<file path="config.mk">
export PLATFORM = sky130hd
export DESIGN_NAME = clmul_unit
export DESIGN_NICKNAME = d
export VERILOG_FILES = /design/src/rtl/clmul_pkg.sv /design/src/rtl/clmul_ctrl.sv /design/src/rtl/clmul_accum.sv /design/src/rtl/clmul_view.sv /design/src/rtl/clmul_unit.sv
export SDC_FILE = /design/constraint.sdc
export NUM_CORES = 1
export LEC_CHECK = 0
export BUFFER_PORTS_ARGS = -buffer_cell sky130_fd_sc_hd__buf_4
export CORE_UTILIZATION = 52
export CTS_CLUSTER_SIZE = 30
export DETAILED_ROUTE_END_ITERATION = 16
export PLACE_DENSITY = 0.76
export SETUP_SLACK_MARGIN = 0.05
export SLEW_MARGIN = 25
export SYNTH_ARGS = -nofsm -noshare
export SYNTH_HDL_FRONTEND = slang
export SYNTH_HIERARCHICAL = 1
export SYNTH_SLANG_ARGS = --single-unit
</file>
<file path="constraint.sdc">
create_clock -name clk -period 2.92 [get_ports clk]
set_clock_uncertainty 0.15 [all_clocks]
set_input_delay 0.438 -clock clk [delete_from_list [all_inputs] [get_ports clk]]
set_output_delay 0.438 -clock clk [all_outputs]
set_load 0.02 [all_outputs]
</file>
<file path="src/rtl/clmul_pkg.sv">
package clmul_pkg;

   // Result view select. Encoding 3 aliases the low half.
   typedef enum logic [1:0] {
      VIEW_LO     = 2'd0,
      VIEW_HI     = 2'd1,
      VIEW_REV    = 2'd2,
      VIEW_LO_ALT = 2'd3
   } view_e;

endpackage

</file>
<file path="src/rtl/clmul_ctrl.sv">
module clmul_ctrl #(
   parameter int XLEN = 64,
   parameter int STEP = 1
) (
   input  logic clk,
   input  logic rst_n,
   input  logic start_i,
   output logic accept_o,
   output logic step_o,
   output logic last_o
);
   localparam int CYCLES = XLEN / STEP;
   localparam int CW     = (CYCLES > 1) ? $clog2(CYCLES) : 1;

   logic          busy_q;
   logic [CW-1:0] cnt_q;

   assign accept_o = start_i && !busy_q;
   assign step_o   = busy_q;
   assign last_o   = busy_q && (cnt_q == CW'(CYCLES - 1));

   always_ff @(posedge clk or negedge rst_n) begin
      if (!rst_n) begin
         busy_q <= 1'b0;
         cnt_q  <= '0;
      end else if (accept_o) begin
         busy_q <= 1'b1;
         cnt_q  <= '0;
      end else if (busy_q) begin
         if (last_o) begin
            busy_q <= 1'b0;
            cnt_q  <= '0;
         end else begin
            cnt_q <= cnt_q + 1'b1;
         end
      end
   end
endmodule

</file>
<file path="src/rtl/clmul_accum.sv">
module clmul_accum #(
   parameter int XLEN = 64,
   parameter int STEP = 1
) (
   input  logic              clk,
   input  logic              rst_n,
   input  logic              load_i,
   input  logic              step_i,
   input  logic [XLEN-1:0]   opa_i,
   input  logic [XLEN-1:0]   opb_i,
   output logic [2*XLEN-1:0] prod_next_o
);
   localparam int PW = 2 * XLEN;

   logic [PW-1:0]   mcand_q;
   logic [XLEN-1:0] mplier_q;
   logic [PW-1:0]   acc_q;
   logic [PW-1:0]   chain [STEP+1];

   assign chain[0] = acc_q;

   // One XOR stage per multiplier bit consumed in a cycle.
   for (genvar j = 0; j < STEP; j++) begin : g_pp
      assign chain[j+1] = chain[j] ^ (mplier_q[j] ? (mcand_q << j) : '0);
   end

   assign prod_next_o = chain[STEP];

   always_ff @(posedge clk or negedge rst_n) begin
      if (!rst_n) begin
         mcand_q  <= '0;
         mplier_q <= '0;
         acc_q    <= '0;
      end else if (load_i) begin
         mcand_q  <= {{XLEN{1'b0}}, opa_i};
         mplier_q <= opb_i;
         acc_q    <= '0;
      end else if (step_i) begin
         mcand_q  <= mcand_q << STEP;
         mplier_q <= mplier_q >> STEP;
         acc_q    <= prod_next_o;
      end
   end
endmodule

</file>
<file path="src/rtl/clmul_view.sv">
module clmul_view
   import clmul_pkg::*;
#(
   parameter int XLEN = 64
) (
   input  logic [2*XLEN-1:0] prod_i,
   input  view_e             view_i,
   output logic [XLEN-1:0]   slice_o
);
   logic [XLEN-1:0] rev_w;

   assign rev_w = prod_i[2*XLEN-2 : XLEN-1];

   always_comb begin
      unique case (view_i)
         VIEW_HI:  slice_o = rev_w >> 1;
         VIEW_REV: slice_o = rev_w;
         default:  slice_o = prod_i[XLEN-1:0];
      endcase
   end
endmodule

</file>
<file path="src/rtl/clmul_unit.sv">
module clmul_unit
   import clmul_pkg::*;
#(
   parameter int XLEN = 64,
   parameter int STEP = 1
) (
   input  logic            clk,
   input  logic            rst_n,
   input  logic            start_i,
   input  logic [1:0]      mode_i,
   input  logic [XLEN-1:0] opa_i,
   input  logic [XLEN-1:0] opb_i,
   output logic            done_o,
   output logic [XLEN-1:0] result_o
);
   if (XLEN < 8 || (XLEN % STEP) != 0 || STEP < 1) begin : g_bad_cfg
      $error("clmul_unit: XLEN must be >= 8 and a multiple of STEP");
   end

   logic              accept_w, step_w, last_w;
   logic [2*XLEN-1:0] prod_next_w;
   logic [XLEN-1:0]   slice_w;
   view_e             view_q;
   logic              done_q;
   logic [XLEN-1:0]   result_q;

   clmul_ctrl #(.XLEN(XLEN), .STEP(STEP)) u_ctrl (
      .clk      (clk),
      .rst_n    (rst_n),
      .start_i  (start_i),
      .accept_o (accept_w),
      .step_o   (step_w),
      .last_o   (last_w)
   );

   clmul_accum #(.XLEN(XLEN), .STEP(STEP)) u_accum (
      .clk         (clk),
      .rst_n       (rst_n),
      .load_i      (accept_w),
      .step_i      (step_w),
      .opa_i       (opa_i),
      .opb_i       (opb_i),
      .prod_next_o (prod_next_w)
   );

   clmul_view #(.XLEN(XLEN)) u_view (
      .prod_i  (prod_next_w),
      .view_i  (view_q),
      .slice_o (slice_w)
   );

   always_ff @(posedge clk or negedge rst_n) begin
      if (!rst_n) begin
         view_q   <= VIEW_LO;
         done_q   <= 1'b0;
         result_q <= '0;
      end else begin
         if (accept_w) view_q <= view_e'(mode_i);
         done_q <= last_w;
         if (last_w) result_q <= slice_w;
      end
   end

   assign done_o   = done_q;
   assign result_o = result_q;
endmodule

</file>
==> impl_metrics.yaml <==
outcome:
  status: "finished, final reports clean"
synthesis:
  synth_cells: 2118
  avgSynthCellArea_um2: 10.1
  synth_nets: 2254
  syn-cell-area_um2: 21500
  synth-warning-count: 6
setup_path:
  cp-end-kind: "flop"
  worstPathMaxFanout: 18
  cp.buffers_inverters: 1
  critPathTopFamily: "simple AND/OR/NAND/NOR gates"
  cp_cell_sequence: "ha_1, and4_4, and2_4, buf_4, mux2_4"
  required_ns: 3.20
  cp_slowest_cell: "and2_4"
  endpoint: "result_o[40]$_DFFE_PN0P_"
  cp.arrival_ns: 2.63
  reg2regPathDepth: 5
  timing.rr.start: "u_ctrl/cnt_q[0]$_DFFE_PN0P_"
  startpoint_type: "flop"
  crit_cells: 5
  ff2ff_setup_slack_ns: 0.57
  crit_path_start: "u_ctrl/cnt_q[0]$_DFFE_PN0P_"
  path_class: "reg -> reg"
  r2r_end: "result_o[40]$_DFFE_PN0P_"
  cp_slowest_stage_delay_ns: 0.40
sta:
  fmax_mhz: 426
  hold_violations: 0
  timing.final.crit_share: 0.803
  setup_viol: 0
  rsz0062_at_grt: "false"
  min_period_ns: 2.35
  final.setup.tns_ns: 0
  slew_headroom: 0.324
  tightestPinTransition_ns: 1.01
  slew_viol_final: 0
layout:
  final_cells: 2918
  syn_to_final_growth_pct: 19.5
  drive_gt1_frac: 0.209
  fill_cells: 3152
  finalNetCount: 2494
  fin_util: 0.629
  diodes: 0
  regArea_um2: 9820
  multi_input_area_um2: 10500
global_routing:
  antenna_found_initial: 0
  gr-total-overflow: 0
  first_global_vias: 16100
  grt_pass1_wl_mm: 80.6
  grt_max_degree: 171
  grtUsageTotal: 0.235
routing:
  wl_per_cell_um: 16.9
  num_vias: 16000
  drc: 0
  first_pass_iters: 5
  antenna_left: 0
  drt_iter0_markers: 1122
  drt-total-wl_mm: 49.2
  vias_per_cell: 5.50
clocking:
  cts_tree: "yes"
  clk_path_buf_depth: 3
  cts.clk_slew.worst_paths_ns: 0.06
  h-tree-depth: 2
  root_buffer: "clkbuf_16"
  cts_setup_buffers: 0
  cts_buffers: 43
  clock_sinks: 392
  worst_skew_pair.late_latency_ns: 0.56
die:
  initial_core_util: 0.527
  num_rows: 74
  die_x_um: 205
  core_um2: 40700
  io_pins: 198
  die-area_um2: 42100
  die_y_um: 205
pwr:
  p_leak_uw: 0.0124
  vdd_drop_max_mv: 0.629
  total_power_uw: 27600
  p_per_area_nw_per_um2: 1080
place:
  port_buffers: 197
  hpwl_mm: 28.2
  dp_cells: 2714
  gp_congestion: 0.816
flow_run:
  drv_cap: 0
min_path:
  hp-class: "in -> reg"
[tightest hold or removal path, cell delays in order]
cell     delay [ns]
buf_4          0.12
nor2_1         0.12
a21oi_1        0.13
[metal layers]
layer  vias up  track usage  wire length (µm)
li1       7625            -                 -
met1      7943        0.305             21500
met2       367        0.390             23900
met3       103       0.0468              2350
met4         0       0.0825              1450
met5         -            0                 0
[state kept, by name, indices dropped and copies added (netlist names)]
| name | count |
|---|---|
| done_o | 1 |
| u_accum/mplier_q | 64 |
| view_q | 2 |
| u_accum/acc_q | 127 |
| u_ctrl/cnt_q | 6 |
| u_ctrl/step_o | 1 |
| u_accum/mcand_q | 127 |
| result_o | 64 |
[cells in the final DEF, fill, tap and decap left out, types with 2 or more instances in the layout]
cell	instances
a21oi_1	2
a22o_1	2
a22oi_1	64
and2_4	2
and2b_1	24
buf_12	18
buf_4	210
bufinv_16	2
clkbuf_1	7
clkbuf_16	45
clkbuf_8	11
clkinv_2	7
dfrtp_1	390
dfrtp_4	2
dlygate4sd3_1	131
inv_1	2
mux2_2	132
mux2_4	60
mux2i_1	190
nand2_1	323
nand2b_1	3
nand3_1	129
nor2_1	191
nor2b_1	103
o21ai_0	128
o21ai_1	65
xnor2_1	127
[layout make-up]
cell class              instances  share of cell area
well taps                     532              0.0260
clock buffers                  63              0.0509
flip-flops and latches        392               0.383
multi-input cells            1559               0.409
clock inverters                10             0.00405
repair buffers                360               0.127
inverters                       2            0.000293
[metrics by stage]
step | setup slack [ns] | hold slack (ns) | area (µm²)
2_1_floorplan | 1.03 | -0.00759 | 21500
3_3_place_gp | 0.679 | 0.318 | 22900
3_5_place_dp | 0.603 | 0.317 | 22900
4_1_cts | 0.587 | 0.100 | 25600
5_1_grt | 0.497 | 0.204 | 25600
6_report | 0.575 | 0.148 | 25600
[timing repair]
| action | 4_1_cts | 5_1_grt |
|---|---|---|
| hold buffers | 131 | 0 |
| endpoints found under the hold margin | 187 | 0 |
| resized for setup | 0 | 0 |
[worst min-delay path by stage]
stage / start / endpoint / cells after the start
global route: start_i / u_ctrl/step_o$_DFF_PN0_ / 3
finish: start_i / u_ctrl/step_o$_DFF_PN0_ / 3
floorplan: rst_n / done_o$_DFF_PN0_ / 0
CTS: start_i / u_ctrl/step_o$_DFF_PN0_ / 3
global placement: rst_n / u_accum/acc_q[30]$_DFFE_PN0P_ / 1
detailed placement: rst_n / u_accum/acc_q[103]$_DFFE_PN0P_ / 1
[power by group]
part	internal, µW	switching [µW]	total (µW)
sequential	7850	2230	10100
clock	3250	2180	5430
combinational	6020	6120	12100
No activity file was read; power rests on OpenSTA's default activity.
